<file path="config.mk">
export PLATFORM = sky130hd
export DESIGN_NAME = jsirq_ctrl
export DESIGN_NICKNAME = d
export VERILOG_FILES = /design/src/rtl/jsirq_pkg.sv /design/src/rtl/jsirq_decode.sv /design/src/rtl/jsirq_irq.sv /design/src/rtl/jsirq_snap.sv /design/src/rtl/jsirq_ctrl.sv
export SDC_FILE = /design/constraint.sdc
export NUM_CORES = 1
export LEC_CHECK = 0
export BUFFER_PORTS_ARGS = -buffer_cell sky130_fd_sc_hd__buf_2
export CAP_MARGIN = 20
export CORE_AREA = 8 8 170 124
export CTS_CLUSTER_DIAMETER = 50
export DETAILED_ROUTE_END_ITERATION = 10
export DIE_AREA = 0 0 178 132
export GPL_TIMING_DRIVEN = 1
export PLACE_DENSITY_LB_ADDON = 0.2
export SYNTH_ARGS = -nofsm -noshare
export SYNTH_HDL_FRONTEND = slang
export SYNTH_SLANG_ARGS = --single-unit
export TNS_END_PERCENT = 100
</file>
<file path="constraint.sdc">
create_clock -name clk -period 4.7 [get_ports clk]
set_input_delay 0.235 -clock clk [delete_from_list [all_inputs] [get_ports clk]]
set_output_delay 0.235 -clock clk [all_outputs]
set_load 0.02 [all_outputs]
</file>
<file path="src/rtl/jsirq_pkg.sv">
package jsirq_pkg;
    localparam int NSLOT      = 16;
    localparam int DW         = 32;
    localparam int AW         = 12;
    localparam int SLOT_SHIFT = 7;
    localparam int IDXW       = $clog2(NSLOT);
    localparam int OFFW       = SLOT_SHIFT;

    localparam logic [AW-1:0] OFF_RAW   = 12'h000;
    localparam logic [AW-1:0] OFF_CLR   = 12'h004;
    localparam logic [AW-1:0] OFF_MASK  = 12'h008;
    localparam logic [AW-1:0] OFF_STAT  = 12'h00C;
    localparam logic [AW-1:0] OFF_SNAP  = 12'h010;
    localparam logic [AW-1:0] SLOT_BASE = 12'h800;

    typedef enum logic [2:0] {
        SEL_NONE,
        SEL_RAW,
        SEL_CLR,
        SEL_MASK,
        SEL_STAT,
        SEL_SNAP,
        SEL_SLOT
    } sel_e;

    typedef struct packed {
        logic [DW-1:0] raw;
        logic [DW-1:0] mask;
    } irq_state_t;
endpackage

</file>
<file path="src/rtl/jsirq_decode.sv">
module jsirq_decode
    import jsirq_pkg::*;
(
    input  logic [AW-1:0]   addr,
    output sel_e            sel,
    output logic [IDXW-1:0] idx,
    output logic [OFFW-1:0] off
);
    always_comb begin
        if (addr >= SLOT_BASE) begin
            sel = SEL_SLOT;
        end else begin
            case (addr)
                OFF_RAW:  sel = SEL_RAW;
                OFF_CLR:  sel = SEL_CLR;
                OFF_MASK: sel = SEL_MASK;
                OFF_STAT: sel = SEL_STAT;
                OFF_SNAP: sel = SEL_SNAP;
                default:  sel = SEL_NONE;
            endcase
        end
        idx = addr[SLOT_SHIFT +: IDXW];
        off = addr[OFFW-1:0];
    end
endmodule

</file>
<file path="src/rtl/jsirq_irq.sv">
module jsirq_irq
    import jsirq_pkg::*;
(
    input  logic             clk,
    input  logic             rst_n,
    input  logic             clr_we,
    input  logic             mask_we,
    input  logic [DW-1:0]    wdata,
    input  logic [NSLOT-1:0] done,
    input  logic [NSLOT-1:0] fail,
    output logic [DW-1:0]    raw_q,
    output logic [DW-1:0]    mask_q,
    output logic [DW-1:0]    status,
    output logic             irq
);
    irq_state_t st_d, st_q;
    logic [DW-1:0] clr_bits;
    logic [DW-1:0] set_bits;

    always_comb begin
        clr_bits = clr_we ? wdata : '0;
        set_bits = {fail, done};
        st_d      = st_q;
        st_d.raw  = (st_q.raw & ~clr_bits) | set_bits;
        if (mask_we) begin
            st_d.mask = wdata;
        end
    end

    always_ff @(posedge clk or negedge rst_n) begin
        if (!rst_n) begin
            st_q <= '0;
        end else begin
            st_q <= st_d;
        end
    end

    assign raw_q  = st_q.raw;
    assign mask_q = st_q.mask;
    assign status = st_q.raw & st_q.mask;
    assign irq    = |status;
endmodule

</file>
<file path="src/rtl/jsirq_snap.sv">
module jsirq_snap
    import jsirq_pkg::*;
(
    input  logic             clk,
    input  logic             rst_n,
    input  logic             clr_we,
    input  logic [DW-1:0]    wdata,
    input  logic [NSLOT-1:0] active,
    input  logic [NSLOT-1:0] queued,
    output logic [DW-1:0]    snap_q
);
    logic [DW-1:0]    snap_d;
    logic [NSLOT-1:0] hit;

    always_comb begin
        hit    = clr_we ? (wdata[NSLOT-1:0] | wdata[DW-1:NSLOT]) : '0;
        snap_d = snap_q;
        for (int n = 0; n < NSLOT; n++) begin
            if (hit[n]) begin
                snap_d[n]         = active[n];
                snap_d[NSLOT + n] = queued[n];
            end
        end
    end

    always_ff @(posedge clk or negedge rst_n) begin
        if (!rst_n) begin
            snap_q <= '0;
        end else begin
            snap_q <= snap_d;
        end
    end
endmodule

</file>
<file path="src/rtl/jsirq_ctrl.sv">
module jsirq_ctrl
    import jsirq_pkg::*;
(
    input  logic             clk,
    input  logic             rst_n,
    input  logic             reg_wr,
    input  logic             reg_rd,
    input  logic [AW-1:0]    reg_addr,
    input  logic [DW-1:0]    reg_wdata,
    output logic [DW-1:0]    reg_rdata,
    input  logic [NSLOT-1:0] done_i,
    input  logic [NSLOT-1:0] fail_i,
    input  logic [NSLOT-1:0] active_i,
    input  logic [NSLOT-1:0] queued_i,
    output logic             irq_o,
    output logic             slot_wr,
    output logic             slot_rd,
    output logic [IDXW-1:0]  slot_idx,
    output logic [OFFW-1:0]  slot_off,
    output logic [DW-1:0]    slot_wdata,
    input  logic [DW-1:0]    slot_rdata,
    output logic [NSLOT-1:0] slot_rst_o
);
    sel_e          sel;
    logic          clr_we;
    logic          mask_we;
    logic [DW-1:0] raw_q;
    logic [DW-1:0] mask_q;
    logic [DW-1:0] status;
    logic [DW-1:0] snap_q;
    logic          srst_d, srst_q;

    jsirq_decode u_dec (
        .addr (reg_addr),
        .sel  (sel),
        .idx  (slot_idx),
        .off  (slot_off)
    );

    assign clr_we  = reg_wr && (sel == SEL_CLR);
    assign mask_we = reg_wr && (sel == SEL_MASK);

    jsirq_irq u_irq (
        .clk     (clk),
        .rst_n   (rst_n),
        .clr_we  (clr_we),
        .mask_we (mask_we),
        .wdata   (reg_wdata),
        .done    (done_i),
        .fail    (fail_i),
        .raw_q   (raw_q),
        .mask_q  (mask_q),
        .status  (status),
        .irq     (irq_o)
    );

    jsirq_snap u_snap (
        .clk    (clk),
        .rst_n  (rst_n),
        .clr_we (clr_we),
        .wdata  (reg_wdata),
        .active (active_i),
        .queued (queued_i),
        .snap_q (snap_q)
    );

    assign slot_wr    = reg_wr && (sel == SEL_SLOT);
    assign slot_rd    = reg_rd && (sel == SEL_SLOT);
    assign slot_wdata = reg_wdata;

    always_comb begin
        case (sel)
            SEL_RAW:  reg_rdata = raw_q;
            SEL_MASK: reg_rdata = mask_q;
            SEL_STAT: reg_rdata = status;
            SEL_SNAP: reg_rdata = snap_q;
            SEL_SLOT: reg_rdata = slot_rdata;
            default:  reg_rdata = '0;
        endcase
    end

    always_comb begin
        srst_d = 1'b0;
    end

    always_ff @(posedge clk or negedge rst_n) begin
        if (!rst_n) begin
            srst_q <= 1'b1;
        end else begin
            srst_q <= srst_d;
        end
    end

    assign slot_rst_o = {NSLOT{srst_q}};
endmodule

</file>
* Word-level counts from Yosys, hierarchy flattened
Index checks and enable logic that the tools add are counted.
Storage, ports and cells: register bits 97, latch bits 0, RAM bits 0, memory bits (read-only) 0, bits of input ports 144, output and inout bits 94, logic and storage cells 46, memories kept 0
Cells by class: $add $sub $neg 0, multiply operators 0, divide/modulo/power cells 0, magnitude comparators 1, equality and inequality tests 10, shift-type cells 0, muxes and demuxes 5, bitwise logic cells 5, reduce and logical (&&, ||, !) cells 6
Operators by type and width (count):
- $pmux 32 s5 | 1
- $and 32x32->32 | 2
- $mux 32 | 1
- $not 32->32 | 1
- $or 32x32->32 | 1
- $reduce_or 32->1 | 1
- $eq 12x4->1 const B | 2
- $mux 16 | 1
- $or 16x16->16 | 1
- $pmux 3 s5 | 1
- $eq 12x3->1 const B | 1
- $eq 12x5->1 const B | 1
- $ge 12x12->1 const B | 1
- $logic_not 12->1 | 1
- $eq 3x3->1 const B | 3
- $eq 3x2->1 const B | 2
- $logic_and 1x1->1 | 4
- $eq 3x1->1 const B | 1
- $mux 3 | 1

* Logic depth before layout (Yosys ltp)
word-level depth 9, gate-level depth with buffers 6, gate-level depth less buffers 4

* Modules after synthesis
From an unflattened synthesis, not the netlist that was laid out.
Unflattened totals: cell total of the unflattened synthesis 526, area, all modules 5941.9 um^2
By module, submodules not included:
- jsirq_irq | instances 1, cells an instance 212, area an instance 2647.5 um^2, sequential area each 1601.5 um^2
- jsirq_ctrl | instances 1, cells an instance 211, area an instance 1773.0 um^2, sequential area each 26.3 um^2
- jsirq_snap | instances 1, cells an instance 81, area an instance 1365.1 um^2, sequential area each 800.8 um^2
- jsirq_decode | instances 1, cells an instance 22, area an instance 156.4 um^2, sequential area each 0.0 um^2

* Worst setup path before layout
No wires, ideal clock.
path type input port to output port, from input reg_addr[5], to output reg_rdata[0], arrival 1.807 ns, data required time 4.465 ns, setup slack 2.658 ns, stages on the path 5, path buffers 1, cell sequence or4_1 -> or3b_1 -> clkbuf_1 -> o21ai_0 -> a221o_1
On the way: longest elaborated chain between the ends 5, elaborated cells on any way between the ends 14, those cells by class order compare: 1; eq/ne: 9; mux: 3; reduce/logical: 1
Ends and longest elaborated chain:
- start: declaration | RTL line jsirq_ctrl.sv:8 | input logic [AW-1:0] reg_addr,
- branches (longest 2 deep; another with $ge 12x12->1)
- $mux 3 (*) | RTL line jsirq_decode.sv:10 | if (addr >= SLOT_BASE) begin
- $eq 3x3->1, or another cell as far along | RTL line jsirq_ctrl.sv:72 | case (sel)
- $pmux 32 s5 (*) | RTL line jsirq_ctrl.sv:72
- end: declaration | RTL line jsirq_ctrl.sv:10 | output logic [DW-1:0] reg_rdata,
Every way passes the cells marked *.

* Final worst setup path
from input reg_addr[11], to output reg_rdata[31]
Same word-level chain as after synthesis.

==> results.md <==
* Status: finished, final reports clean
* GRT Util Overall at 0.1608
* CTS tree: yes
* Netlist cell types at 33
* Number of global-route vias before repair at 5025
* Final routed DRC violation total at 0
* Crit start category: input pin
* CTS Buffer Depth at 2
* R2r endpoint: u_irq.mask_q[12]
* Worst r2r src: u_irq.mask_q[12]
* Largest net degree at the start of global routing at 56
* Hold WC Path Type: in -> reg
* Yosys Warn Count at 0
* Register area share after synthesis at 0.4464
* Synth Instances at 525
* Critical Path RT at 4.47 ns
* Period Utilization, post-route at 0.6096
* Max-Cap Viols at 0
* Synth Net Count at 669
* Post-DRT Antenna Nets at 0
* Yosys reg bits at 97
* P_leak at approximately 3.3 nW
* Core area at between 15000 and 20000 um^2
* Cell area power density at 274.4 nW/um^2
* CTS sink cnt at slightly below 100
* Ys async rst share at 1.000
* Slew Viols, Final at 0
* R2R depth at 1
* Wire per inst at 20.62 um
* Layout Area Growth over Synthesis at 25.48%
* Die area at 23500 um^2
* CP arrival at roughly 2.6 ns
* Layout cells sized above 1 at 0.4872
* Max frequency at 349.0 MHz
* Post-CTS Resized at 0
* Crit path to: reg_rdata[31]
* DR pass1 iterations at 4
* Die height at 132 um
* CTS HTree Levels at 3
* Post-synth top area share at 0.4416
* Synthesized cell area at 5440 um^2
* RSZ-0062 raised after global routing: no
* Clk slew on worst S/H paths at 0.08 ns
* Final Hold Vio Count at 0
* Nets@finish at 841
* Critical path origin: reg_addr[11]
* Initial Utilization at 0.2949
* # IOs at 238
* Hold WS at around 0.045 ns
* CTS Buf Count at 9
* Routed vias at 4724
* DP Wirelength at 14.27 mm
* Number of diodes at 0
* Ranking of synthesized cells by area: dfrtp_1 (44%), mux2_2 (9.1%), buf_4 (8.1%)
* Mean Syn Cell Area at 10.36 um^2
* Row Count at 42
* Final Skew at 0 ns
* Worst Max-Slew Pin Slew at 0.9606 ns
* Peak supply drop at 0.0001728 V
* WS Path Type: in -> out
* Min cycle time layout at 2.865 ns
* Starting DRT DRC Count at 336
* Slew margin rel. at 0.3581
* CP max FO at 36
* Top_reg_cell synth: dfrtp_1
* Post-synth EDFFs at 0
* PortBufs at ~240
* Die width at around 180 um
* Clock latency at the later pin of the worst-skew pair at 0.35 ns
* Via density per instance at 5.004
* Setup TNS at 0 ns
* First-pass GRT wire length at 29.31 mm
* WL final at 19.47 mm
* CP Capture Type: output port
* Initial antenna violation count at 0
* Dominant cell type by area after synthesis: dfrtp_1
* Setup violators final at 0
* Clk Tree Root Cell: clkbuf_16
* Gr ovfl total at 0
* GP Congestion at 0.8032
* Reg-to-reg setup timing slack at 3.89 ns
-- report_power, final --
part	internal, mW	switching (mW)
combinational	0.0939	0.156
sequential	0.837	0.00278
clock	0.424	0.360
-- layer usage --
layer  GRT usage  vias to the layer above  share of wire
met4     0.04527                        0          0.015
met5           0                        -              0
met3     0.04264                       17          0.080
met1      0.2108                     2310           0.44
li1            -                     2201              -
met2      0.2554                      196           0.47
-- area by class of cell --
| cell class | instances | area (um^2) |
|---|---|---|
| clock buffer | 9 | 225.2 |
| clock inverter | 7 | 83.83 |
| fill | 1848 | 11620 |
| inverter | 1 | 3.754 |
| multi-input combinational | 342 | 2480 |
| sequential | 97 | 2429 |
| tap | 242 | 302.8 |
| timing repair buffer | 246 | 1303 |
-- metrics by stage --
step | area (um^2) | setup WS (ns) | power (mW) | cells | util
after floorplan | 5440 | 2.658 | 0.9903 | 525 | -
after global placement | 6441 | 1.584 | 1.108 | 924 | 0.3492
after detailed placement | 6496 | 1.665 | 1.109 | 926 | 0.3522
after CTS | 6815 | 1.824 | 1.903 | 943 | 0.3695
after global routing | 6827 | 1.693 | 1.952 | 944 | 0.3701
final | 6827 | 1.835 | 1.873 | 944 | 0.3701
-- layout by cell type (no fill, tap or decap), drive strengths merged, types with 5 or more instances in the layout --
master  count
nand2      97
a22oi       8
o21ai      80
buf       245
a221o      32
inv         5
mux2       64
dfrtp      96
a21o       32
clkbuf      9
-- worst max-delay path, cell delays in order --
cell and delay (ns):
buf_2 0.37, or4_4 0.58, or3b_1 0.70, buf_16 0.29, o21ai_0 0.08, a221o_1 0.19
buf_2 0.17
-- registers in the layout, summed over array words and instances (netlist names) --
signal / count
u_irq.mask_q: 32
srst_q: 1
u_snap.snap_q: 32
u_irq.raw_q: 32
-- synth_stat cells (2+ instances only) --
master,count
nand2_1,97
dfrtp_1,96
o21ai_0,70
buf_4,59
mux2_2,44
a21o_1,32
a221o_1,32
clkbuf_1,21
mux2_4,20
o21ai_2,10
a22oi_1,8
a221oi_1,4
a22o_1,4
buf_2,4
nand4_1,4
and2_1,2
nor4_1,2
-- how the worst min path moves through the flow --
stage          startpoint          endpoint  slack, ns  cells past startpoint
2_1_floorplan       rst_n   u_irq.mask_q[0]      -0.06                      0
3_3_place_gp        rst_n  u_snap.snap_q[9]       0.26                      1
3_5_place_dp        rst_n  u_snap.snap_q[9]       0.27                      1
4_1_cts         done_i[9]    u_irq.raw_q[9]       0.03                      2
5_1_grt         fail_i[8]   u_irq.raw_q[24]       0.04                      2
6_report        done_i[9]    u_irq.raw_q[9]       0.04                      2
-- cell families after synthesis --
kind of cell | share of synthesized area
flops | 0.4464
compound gates | 0.2075
mux | 0.1463
buf+inv | 0.1023
simple gates | 0.09682
other cells | 0.0006893
-- timing repair --
action,4_1_cts,5_1_grt
setup endpoints to repair,0,0
hold buffers,1,0
buffers inserted,0,0
hold endpoints to repair,42,0
Note: power is estimated with default switching activity, not from simulation.
